[src/rtl/spi_dual_role.sv]
module spi_dual_role #(
  parameter int DATA_W = 8,
  parameter int DIV_W  = 3
) (
  input  logic              clk,
  input  logic              rst_n,
  input  logic              reg_wr,
  input  logic [1:0]        reg_addr,
  input  logic [7:0]        reg_wdata,
  output logic [7:0]        reg_rdata,
  input  logic              sclk_i,
  output logic              sclk_o,
  input  logic              mosi_i,
  output logic              mosi_o,
  input  logic              miso_i,
  output logic              miso_o,
  input  logic              ss_n_i,
  output logic              irq
);
  localparam int CNT_W = (1 << DIV_W) - 1;
  localparam int BIT_W = $clog2(DATA_W);

  logic [7:0]        cfg;
  logic              en;
  logic [DATA_W-1:0] txbuf, shift, rx;
  logic              tx_empty, done, samp, loaded, busy, sclk_d;
  logic [BIT_W-1:0]  bitcnt;
  logic [CNT_W-1:0]  div_cnt;
  logic [3:0]        sync1, sync2;

  wire [DIV_W-1:0] div_sel = cfg[7:5];
  wire bypass  = cfg[4];
  wire ss_lvl  = cfg[3];
  wire ss_pin  = cfg[2];
  wire on_done = cfg[1];
  wire slave   = cfg[0];

  wire [3:0] pins  = {sclk_i, mosi_i, miso_i, ss_n_i};
  wire [3:0] pin_q = bypass ? pins : sync2;
  wire sclk_q = pin_q[3];
  wire din    = slave ? pin_q[2] : pin_q[1];
  wire sel    = en & slave & (ss_pin ? ~pin_q[0] : ~ss_lvl);

  wire [CNT_W-1:0] half_m1 = CNT_W'((CNT_W+1)'(1) << div_sel) - CNT_W'(1);
  wire tick = busy && (div_cnt == half_m1);
  wire rise = slave ? (sel & sclk_q & ~sclk_d) : (tick & ~sclk_o);
  wire fall = slave ? (sel & ~sclk_q & sclk_d) : (tick & sclk_o);
  wire last = fall && (bitcnt == BIT_W'(DATA_W-1));

  wire load_m = en & ~slave & ~busy & ~tx_empty;
  wire load_n = last & ~slave & ~tx_empty;
  wire load_s = en & slave & ~loaded & (bitcnt == '0) & ~tx_empty;

  assign mosi_o = slave ? 1'b0 : shift[DATA_W-1];
  assign miso_o = slave ? shift[DATA_W-1] : 1'b0;
  assign irq    = en & (on_done ? done : tx_empty);

  always_comb begin
    case (reg_addr)
      2'd0:    reg_rdata = cfg;
      2'd1:    reg_rdata = {7'd0, en};
      2'd2:    reg_rdata = {6'd0, tx_empty, done};
      default: reg_rdata = 8'(rx);
    endcase
  end

  always_ff @(posedge clk or negedge rst_n) begin
    if (!rst_n) begin
      sync1 <= '0;
      sync2 <= '0;
      sclk_d <= 1'b0;
    end else begin
      sync1 <= pins;
      sync2 <= sync1;
      sclk_d <= sclk_q;
    end
  end

  always_ff @(posedge clk or negedge rst_n) begin
    if (!rst_n) begin
      cfg <= '0; en <= 1'b0; txbuf <= '0; tx_empty <= 1'b1; done <= 1'b0;
      rx <= '0; shift <= '0; samp <= 1'b0; bitcnt <= '0; loaded <= 1'b0;
      busy <= 1'b0; sclk_o <= 1'b0; div_cnt <= '0;
    end else begin
      if (!en) begin
        busy <= 1'b0; sclk_o <= 1'b0; div_cnt <= '0; bitcnt <= '0; loaded <= 1'b0;
      end else begin
        if (busy) div_cnt <= tick ? '0 : div_cnt + 1'b1;
        if (tick) sclk_o <= ~sclk_o;
        if (rise) samp <= din;
        if (fall) begin
          shift  <= {shift[DATA_W-2:0], samp};
          bitcnt <= bitcnt + 1'b1;
        end
        if (last) begin
          rx <= {shift[DATA_W-2:0], samp};
          done <= 1'b1; loaded <= 1'b0; busy <= 1'b0;
        end
        if (slave && !sel) begin
          bitcnt <= '0;
          if (bitcnt != '0) loaded <= 1'b0;
        end
        if (load_m || load_n || load_s) begin
          shift <= txbuf; tx_empty <= 1'b1;
        end
        if (load_m || load_n) begin
          busy <= 1'b1; div_cnt <= '0;
        end
        if (load_s) loaded <= 1'b1;
      end
      if (reg_wr) begin
        case (reg_addr)
          2'd0: if (!en) cfg <= reg_wdata;
          2'd1: en <= reg_wdata[0];
          2'd2: begin txbuf <= DATA_W'(reg_wdata); tx_empty <= 1'b0; done <= 1'b0; end
          default: ;
        endcase
      end
    end
  end

  AST_CFG_FROZEN: assert property (@(posedge clk) disable iff (!rst_n) en |=> $stable(cfg));
  AST_SCLK_IDLE_LOW: assert property (@(posedge clk) disable iff (!rst_n) !busy |-> !sclk_o);
  AST_DONE_ON_LAST: assert property (@(posedge clk) disable iff (!rst_n) $rose(done) |-> $past(bitcnt) == BIT_W'(DATA_W-1));
  AST_ABORT_CLEARS: assert property (@(posedge clk) disable iff (!rst_n) (slave && !sel) |=> bitcnt == '0);
  AST_SLAVE_NO_SCLK: assert property (@(posedge clk) disable iff (!rst_n) slave |-> !sclk_o);
endmodule

[config.mk]
export PLATFORM = sky130hd
export DESIGN_NAME = spi_dual_role
export DESIGN_NICKNAME = d
export VERILOG_FILES = /design/src/rtl/spi_dual_role.sv
export SDC_FILE = /design/constraint.sdc
export NUM_CORES = 1
export LEC_CHECK = 0
export BUFFER_PORTS_ARGS = -buffer_cell sky130_fd_sc_hd__buf_2
export CAP_MARGIN = 20
export CORE_MARGIN = 3
export CORE_UTILIZATION = 60
export DETAILED_ROUTE_END_ITERATION = 6
export GPL_TIMING_DRIVEN = 0
export PLACE_DENSITY = 0.81
export SETUP_SLACK_MARGIN = 0.5
export SLEW_MARGIN = 5
export SYNTH_ARGS = -nofsm -noshare
export SYNTH_HDL_FRONTEND = slang
export SYNTH_SLANG_ARGS = --single-unit
[constraint.sdc]
create_clock -name clk -period 5.8 [get_ports clk]
set_clock_uncertainty 0.2 [all_clocks]
set_input_delay 0.58 -clock clk [delete_from_list [all_inputs] [get_ports clk]]
set_output_delay 0.58 -clock clk [all_outputs]
set_load 0.02 [all_outputs]
==> metrics.cfg, run 1 <==
[power]
p_sw_mw=0.4574
seqPwrFrac_pct=43.0
power_density_mw_per_mm2=383.9
combPwrFrac_pct=31.9
p_int_mw=0.8238
ir_drop_v=0.0002439
p_total_mw=1.281
clkPwrFrac_pct=25.1
sw_frac_of_total_pct=35.70
leakage_nw=1.579

[timing]
worst_pin_slew_ns=0.6599
max_freq_ghz=0.3177
setup-tns-final_ns=0
period_share_pct=54.27
setup_violations=0
post-route-min-period_ns=3.148
rsz0062_at_grt=no
max_slew_margin_pct=55.89
hold_ws_ns=0.01780
final_max_slew_viol_count=0
hold_viol=0

[setup_path]
ff2ff_path_depth=8
reg2reg_to=shift[3]
critPathKind=flip-flop to flip-flop
crit_path_cell_trace=or3_4, ha_1, or2_0, o31a_1, a21oi_1, nand4_2, a211oi_4, a222oi_1
startpoint=cfg[7]
cp.buffers_inverters=0
cp_max_fo=8
critPathLaunchType=flip-flop
crit_family=compound AO/OA/AOI/OAI gates
rr_startpoint=cfg[7]
reg2reg_slack_ns=2.65
cp_num_cells=8
slowest_delay_ns=0.52
endpoint=shift[3]
worstPathArrival_ns=3.13
worstPathRequired_ns=5.78
end_kind=flip-flop
cp_slowest_cell=a211oi_4

[logic_synthesis]
synth_area_leaders=dfrtp_1, mux2_2, inv_1
synth-main-ff-cell=dfrtp_1
synth_compound_area_share_pct=15.47
syn_nets=277
synth_xor_area_share_pct=1.795
mappedNetlistArea_sq_mm=0.002928
yosysSeqAreaShare_pct=49.62
yosys-top-cells-count=dfrtp_1, mux2_2, inv_1, nand2_1, nor2_1
synth_top_area_share_pct=48.72
yosys.area_share.simple_pct=12.44
synth-edff-count=0
synth_top_family_by_area=compound AO/OA/AOI/OAI gates
yosysWarnings=0
synthArstFlopShare_pct=100.0
synthMuxAreaShare_pct=13.68
syn_area_per_cell_sq_um=11.48
ys_seq_elements=58
yosysTopAreaCell=dfrtp_1
synth_cell_types=54
synthCells=255
synthAdderAreaFrac_pct=2.137
synth_most_common_cell=dfrtp_1

[cells_and_area]
drive_gt1_share_pct=29.67
diodes=0
instances_no_fill=365
nNetsFinal=317
fill_cells=315
area_growth_syn_to_layout_pct=13.97

[clocking]
cts.clk_slew.worst_paths_ns=0.07
cts_max_path_buffers=2
cts_resized=0
cts_tree=yes
clock-root-buffer=clkbuf_8
clock_sinks=58
clock_latency_ns=0.33
numCtsBuffers=9
cts_setup_buffers=0
h-tree-depth=3
cts_hold_buffers=0

[outcome]
status=completed

[floorplanning]
rows=24
die_w_um=75.86
core_sq_mm=0.004534
initial_utilization_pct=64.57
die-area_sq_mm=0.005754
io_pins=29
die_y_um=75.86

[route]
wl_per_cell_um=17.43
vias=2165
vias_per_cell=5.932
final_antenna_net_count=0
first_iter_violations=149
drc=0
drt_pass1_iterations=4
drt-total-wl_um=6362

[global_routing]
grtUsageTotal_pct=25.28
grtUsageMet2_pct=40.68
grt_use_met1_pct=33.45
overflow=0
antenna_found_initial=0
grt_pass1_wl_um=10510
grt_max_degree=39
grt_util_met3_pct=5.145
grt_pass1_vias=2171
grt.busiest_layer=met2

[place]
io_buffers=27
hpwl_um=4617
dpl.cell_count=349
place_congestion=0.8293

[job]
drv_cap=0

[worst_hold_path]
hp-class=input port to async pin

## cell usage in the layout, fill, tap and decap left out, types with 3 or more instances in the layout
cell,n
dfrtp_1,57
buf_2,30
mux2_2,28
inv_1,24
nand2_1,13
nor2_1,10
clkbuf_8,10
a22o_1,8
a21oi_1,8
a222oi_1,8
o21ai_0,7
clkbuf_1,6
xor2_1,5
nand3_1,5
nand2b_1,5
nand4_1,5
ha_1,5
mux2i_1,4
nor2b_1,4
and3_1,4
a31oi_1,4
clkinv_2,4
o211ai_1,3
## cell type report
class / count / area, sq um / area share (%)
tap: 65 / 81.33 / 2.437
sequential: 58 / 1453 / 43.53
clock buffer: 12 / 145.1 / 4.349
buffer: 10 / 52.55 / 1.575
clock inverter: 4 / 20.02 / 0.5999
inverter: 24 / 90.09 / 2.700
timing repair buffer: 29 / 162.7 / 4.874
multi-input combinational: 163 / 1333 / 39.93
## registers in the layout, indices dropped and copies added, names as in the netlist, 3 cells and up
name / flops
txbuf: 8
bitcnt: 3
shift: 8
cfg: 8
sync1: 4
sync2: 4
rx: 8
div_cnt: 7
## kinds of logic after synthesis
group,Yosys count
xor gates and xnor gates,6
muxes,34
adders and majority gates,5
DFF,58
and+or+nand+nor,62
AOI/OAI and AO/OA,56
buffers and inverters,34
## metal layers
metal / wire, um / up-vias
met5: 0 / -
met4: 114 / 0
met3: 261 / 8
met2: 3151 / 48
met1: 2834 / 1084
li1: - / 1025
## worst register-to-register path: cells and delay by family, from the launching register on
kind,cells,cell delay [ns]
AOI/OAI and AO/OA,4,1.19
adders and majority gates,1,0.29
DFF,1,0.39
and+or+nand+nor,3,0.94
## power groups by stage
| stage | combinational (mW) | sequential, mW | clock [mW] |
|---|---|---|---|
| 6_report | 0.409 | 0.551 | 0.321 |
| 5_1_grt | 0.459 | 0.560 | 0.342 |
| 4_1_cts | 0.411 | 0.550 | 0.323 |
| 3_5_place_dp | 0.407 | 0.556 | 0 |
| 3_3_place_gp | 0.391 | 0.551 | 0 |
| 2_1_floorplan | 0.314 | 0.534 | 0 |
## stage by stage
step           util, %  cell area, sq um  worst slack, ns
2_1_floorplan        -              2928            2.969
3_3_place_gp     69.34              3144            2.695
3_5_place_dp     69.95              3172            2.647
4_1_cts          73.59              3337            2.660
5_1_grt          73.59              3337            2.412
6_report         73.59              3337            2.652
## how the worst min path moves through the flow
stage / startpoint / end / cells after the start
6_report: rst_n / div_cnt[5] / 1
2_1_floorplan: rst_n / bitcnt[0] / 0
3_3_place_gp: sync1[3] / sync2[3] / 0
4_1_cts: rst_n / div_cnt[5] / 1
3_5_place_dp: sync1[2] / sync2[2] / 0
5_1_grt: rst_n / div_cnt[5] / 1
(Power assumes the default switching activity.)
==> run 2, diff against run 1 <==
CORE_UTILIZATION = 59   (was 60)
PLACE_DENSITY = 0.8   (was 0.81)
clock period = 2.9 ns   (was 5.8 ns; I/O delays follow)
==> metrics.cfg, run 2 (synthesis gave the netlist of run 1 again) <==
[outcome]
status=completed

[global_routing]
grt_pass1_vias=2304
antenna_found_initial=0
grtUsageTotal_pct=25.59
grt_max_degree=38
grt_pass1_wl_um=11520
overflow=0

[setup_path]
crit_path_cell_trace=or3_4, ha_4, nand4bb_1, o221ai_2, a311o_1, and4_4, o211ai_2, mux2_2
end_kind=flip-flop
endpoint=rx[2]
crit_family=simple AND/OR/NAND/NOR gates
worstPathRequired_ns=2.92
cp_num_cells=8
critPathKind=flip-flop to flip-flop
cp_max_fo=6
reg2reg_to=rx[2]
critPathLaunchType=flip-flop
cp.buffers_inverters=0
slowest_delay_ns=0.42
ff2ff_path_depth=8
rr_startpoint=cfg[7]
worstPathArrival_ns=2.90
reg2reg_slack_ns=0.02
cp_slowest_cell=or3_4
startpoint=cfg[7]

[worst_hold_path]
hp-class=input port to flip-flop

[cells_and_area]
layout_common_cells=dfrtp_1, buf_2, inv_1
drive_gt1_share_pct=35.19
final_util_pct=78.66
fill_cells=296
diodes=0
seqCellArea_sq_mm=0.001453
fin_area_sq_mm=0.003740
area_growth_syn_to_layout_pct=27.74
final_common_cell=dfrtp_1
multi_input_area_sq_mm=0.001459
nNetsFinal=341

[power]
p_total_mw=2.829
ir_drop_v=0.0005297
leakage_nw=1.741
power_density_mw_per_mm2=756.4

[clocking]
h-tree-depth=3
numCtsBuffers=9
clock_sinks=58
cts.clk_slew.worst_paths_ns=0.07
clock_latency_ns=0.34
clock-root-buffer=clkbuf_8
cts_max_path_buffers=2
cts_tree=yes

[route]
vias_per_cell=5.980
drt_pass1_iterations=5
vias=2338
drt-total-wl_um=7175
wl_per_cell_um=18.35
first_iter_violations=262
drc=0
final_antenna_net_count=0

[timing]
hold_viol=0
setup_violations=0
setup-tns-final_ns=0
rsz0062_at_grt=yes
period_share_pct=99.45
post-route-min-period_ns=2.884
max_freq_ghz=0.3467
worst_pin_slew_ns=0.6890
max_slew_margin_pct=53.95
final_max_slew_viol_count=0
hold_ws_ns=0.004357

[floorplanning]
die_y_um=76.45
io_pins=29
initial_utilization_pct=61.58
die_w_um=76.45
die-area_sq_mm=0.005844
rows=25
core_sq_mm=0.004755

[job]
drv_cap=0

[place]
hpwl_um=4587
dpl_cell_area_sq_mm=0.003217
io_buffers=27
place_congestion=0.8507

-- run 2: worst reg2reg max path, cell delays in order (launching register included) --
cell and delay, ns:
dfrtp_1 0.41, or3_4 0.42, ha_4 0.21, nand4bb_1 0.13, o221ai_2 0.11, a311o_1 0.39
and4_4 0.26, o211ai_2 0.28, mux2_2 0.37
-- run 2: worst min-delay path by stage --
stage               cells past startpoint  slack [ns]          from    endpoint
floorplan                               0       -0.21         rst_n   bitcnt[0]
global placement                        0        0.13      sync1[2]    sync2[2]
detailed placement                      1        0.09         rst_n  div_cnt[5]
CTS                                     2      0.0007  reg_wdata[5]    txbuf[5]
global route                            2       0.006  reg_wdata[5]      cfg[5]
finish                                  2       0.004  reg_wdata[5]    txbuf[5]
-- run 2: final cells by class --
class | count | area share [%]
Tap cell | 67 | 2.242
Timing Repair Buffer | 52 | 10.84
Multi-Input combinational cell | 164 | 39.01
Inverter | 24 | 2.409
Clock inverter | 6 | 1.539
Sequential cell | 58 | 38.84
Buffer | 10 | 1.706
Clock buffer | 10 | 3.412
-- run 2: metrics by stage --
| step | cells | setup slack, ns |
|---|---|---|
| floorplan | 255 | 0.2391 |
| global placement | 349 | -0.06987 |
| detailed placement | 351 | -0.1530 |
| CTS | 388 | 0.02852 |
| global route | 391 | -0.06581 |
| finish | 391 | 0.01605 |
-- run 2: where the power goes --
part | leakage, nW | switching [mW] | internal, mW | total (mW)
registers | 0.709 | 0.140 | 0.969 | 1.11
logic | 0.935 | 0.553 | 0.452 | 1.00
clock network | 0.0958 | 0.325 | 0.390 | 0.715
-- run 2: routing by layer --
metal  GRT usage [%]  vias up  wire length, um
met4           10.33        0              121
met5               0        -                0
met1           32.91     1159             2998
met2           42.00       99             3648
met3           5.792       11              406
li1                -     1069                -
-- run 2: repair_timing --
item	4_1_cts	5_1_grt
pin swaps	14	4
hold buffers	9	1
buffers inserted	11	2
gates resized for setup	16	8
hold endpoints to repair	29	1
endpoints found under the setup margin	32	34
gates cloned	1	0
==> run 3, diff against run 2 <==
CELL_PAD_IN_SITES_DETAIL_PLACEMENT = 0   (was default)
CELL_PAD_IN_SITES_GLOBAL_PLACEMENT = 1   (was default)
CORE_UTILIZATION = 47   (was 59)
PLACE_DENSITY = default   (was 0.8)
PLACE_DENSITY_LB_ADDON = 0.1   (was default)
==> metrics.cfg, run 3 (synthesis gave the netlist of run 1 again) <==
[job]
drv_cap=0

[floorplanning]
io_pins=29
rows=28
die_w_um=84.93
initial_utilization_pct=48.87
core_sq_mm=0.005991
die-area_sq_mm=0.007212
die_y_um=84.93

[timing]
setup_ws_ns=0.05417
hold_viol=0
period_share_pct=98.13
worst_pin_slew_ns=1.142
max_slew_margin_pct=23.68
setup-tns-final_ns=0
final_max_slew_viol_count=0
rsz0062_at_grt=yes
max_freq_ghz=0.3514
setup_violations=0
hold_ws_ns=0.02374
post-route-min-period_ns=2.846

[cells_and_area]
layout_common_cells=dfrtp_1, buf_2, inv_1
drive_gt1_share_pct=36.96
diodes=0
final_common_cell=dfrtp_1
area_growth_syn_to_layout_pct=28.76
nNetsFinal=340

[global_routing]
grt_max_degree=35
grt.busiest_layer=met2
overflow=0
grt_use_met1_pct=26.32
grt_pass1_wl_um=11340
grtUsageTotal_pct=20.33
grt_pass1_vias=2291
grtUsageMet2_pct=32.81
grt_util_met3_pct=5.825
antenna_found_initial=0

[route]
vias_per_cell=5.627
final_antenna_net_count=0
drt_pass1_iterations=5
wl_per_cell_um=17.61
vias=2234
drt-total-wl_um=6991
first_iter_violations=133
drc=0

[place]
pre_cts_slack_ns=-0.09448
place_congestion=0.7500
io_buffers=27
hpwl_um=4570

[clocking]
numCtsBuffers=9
clock_latency_ns=0.33
clock-root-buffer=clkbuf_8
h-tree-depth=3
cts_max_path_buffers=2
clock_sinks=58
cts_tree=yes
cts.clk_slew.worst_paths_ns=0.07

[power]
p_total_mw=2.866
ir_drop_v=0.0004224
leakage_nw=1.733
power_density_mw_per_mm2=760.1

[setup_path]
critPathKind=flip-flop to flip-flop
critPathLaunchType=flip-flop
end_kind=flip-flop
cp_max_fo=6
worstPathArrival_ns=2.86
worstPathRequired_ns=2.91

[worst_hold_path]
hp-class=input port to flip-flop

[outcome]
status=completed

run 3: metrics by stage:
step,cell area (sq um),cells,util (%)
floorplan,2970,255,-
global placement,3199,357,53.40
detailed placement,3219,358,53.74
CTS,3592,388,59.96
global route,3770,397,62.93
finish,3770,397,62.93
run 3: area by class of cell:
cell class / instances / area (sq um)
buffer: 10 / 60.06
timing repair buffer: 51 / 371.6
clock buffer: 10 / 137.6
sequential: 58 / 1453
inverter: 24 / 90.09
clock inverter: 5 / 55.05
multi-input combinational: 164 / 1509
tap: 75 / 93.84
fill: 502 / 2221
run 3: worst paths after layout:
check / startpoint / to / slack, ns / cells past startpoint
worst max-delay path: cfg[6] / rx[4] / 0.05 / 8
worst min-delay path: reg_wdata[7] / cfg[7] / 0.02 / 2
worst max register to register: cfg[6] / rx[4] / 0.05 / 8
worst min register to register: sync1[2] / sync2[2] / 0.15 / 0
max in group asynchronous: rst_n / tx_empty / 1.56 / 3
min in group asynchronous: rst_n / div_cnt[5] / 0.29 / 2
run 3: power by group:
| part | internal [mW] | switching (mW) |
|---|---|---|
| clock | 0.412 | 0.324 |
| sequential | 0.968 | 0.135 |
| combinational | 0.467 | 0.559 |
run 3: metal layers:
metal	vias to the layer above	share of wire (%)	routed length [um]
met2	32	49	3441
met3	7	3.2	221
met5	-	0	0
met4	0	0.83	58
met1	1125	47	3269
li1	1070	-	-
run 3: worst max-delay path: stages (launching register included):
cell      delay [ns]
dfrtp_1         0.41
or3_4           0.40
ha_4            0.21
or2_4           0.26
o31a_1          0.27
a21oi_2         0.17
and4_4          0.32
o211ai_4        0.15
mux2_4          0.33
run 3: timing repair:
action / 4_1_cts / 5_1_grt
gates resized for setup: 12 / 26
buffers inserted: 6 / 6
hold endpoints to repair: 33 / 3
hold buffers: 8 / 2
gates cloned: 1 / 1
endpoints found under the setup margin: 32 / 34
pin swaps: 18 / 12
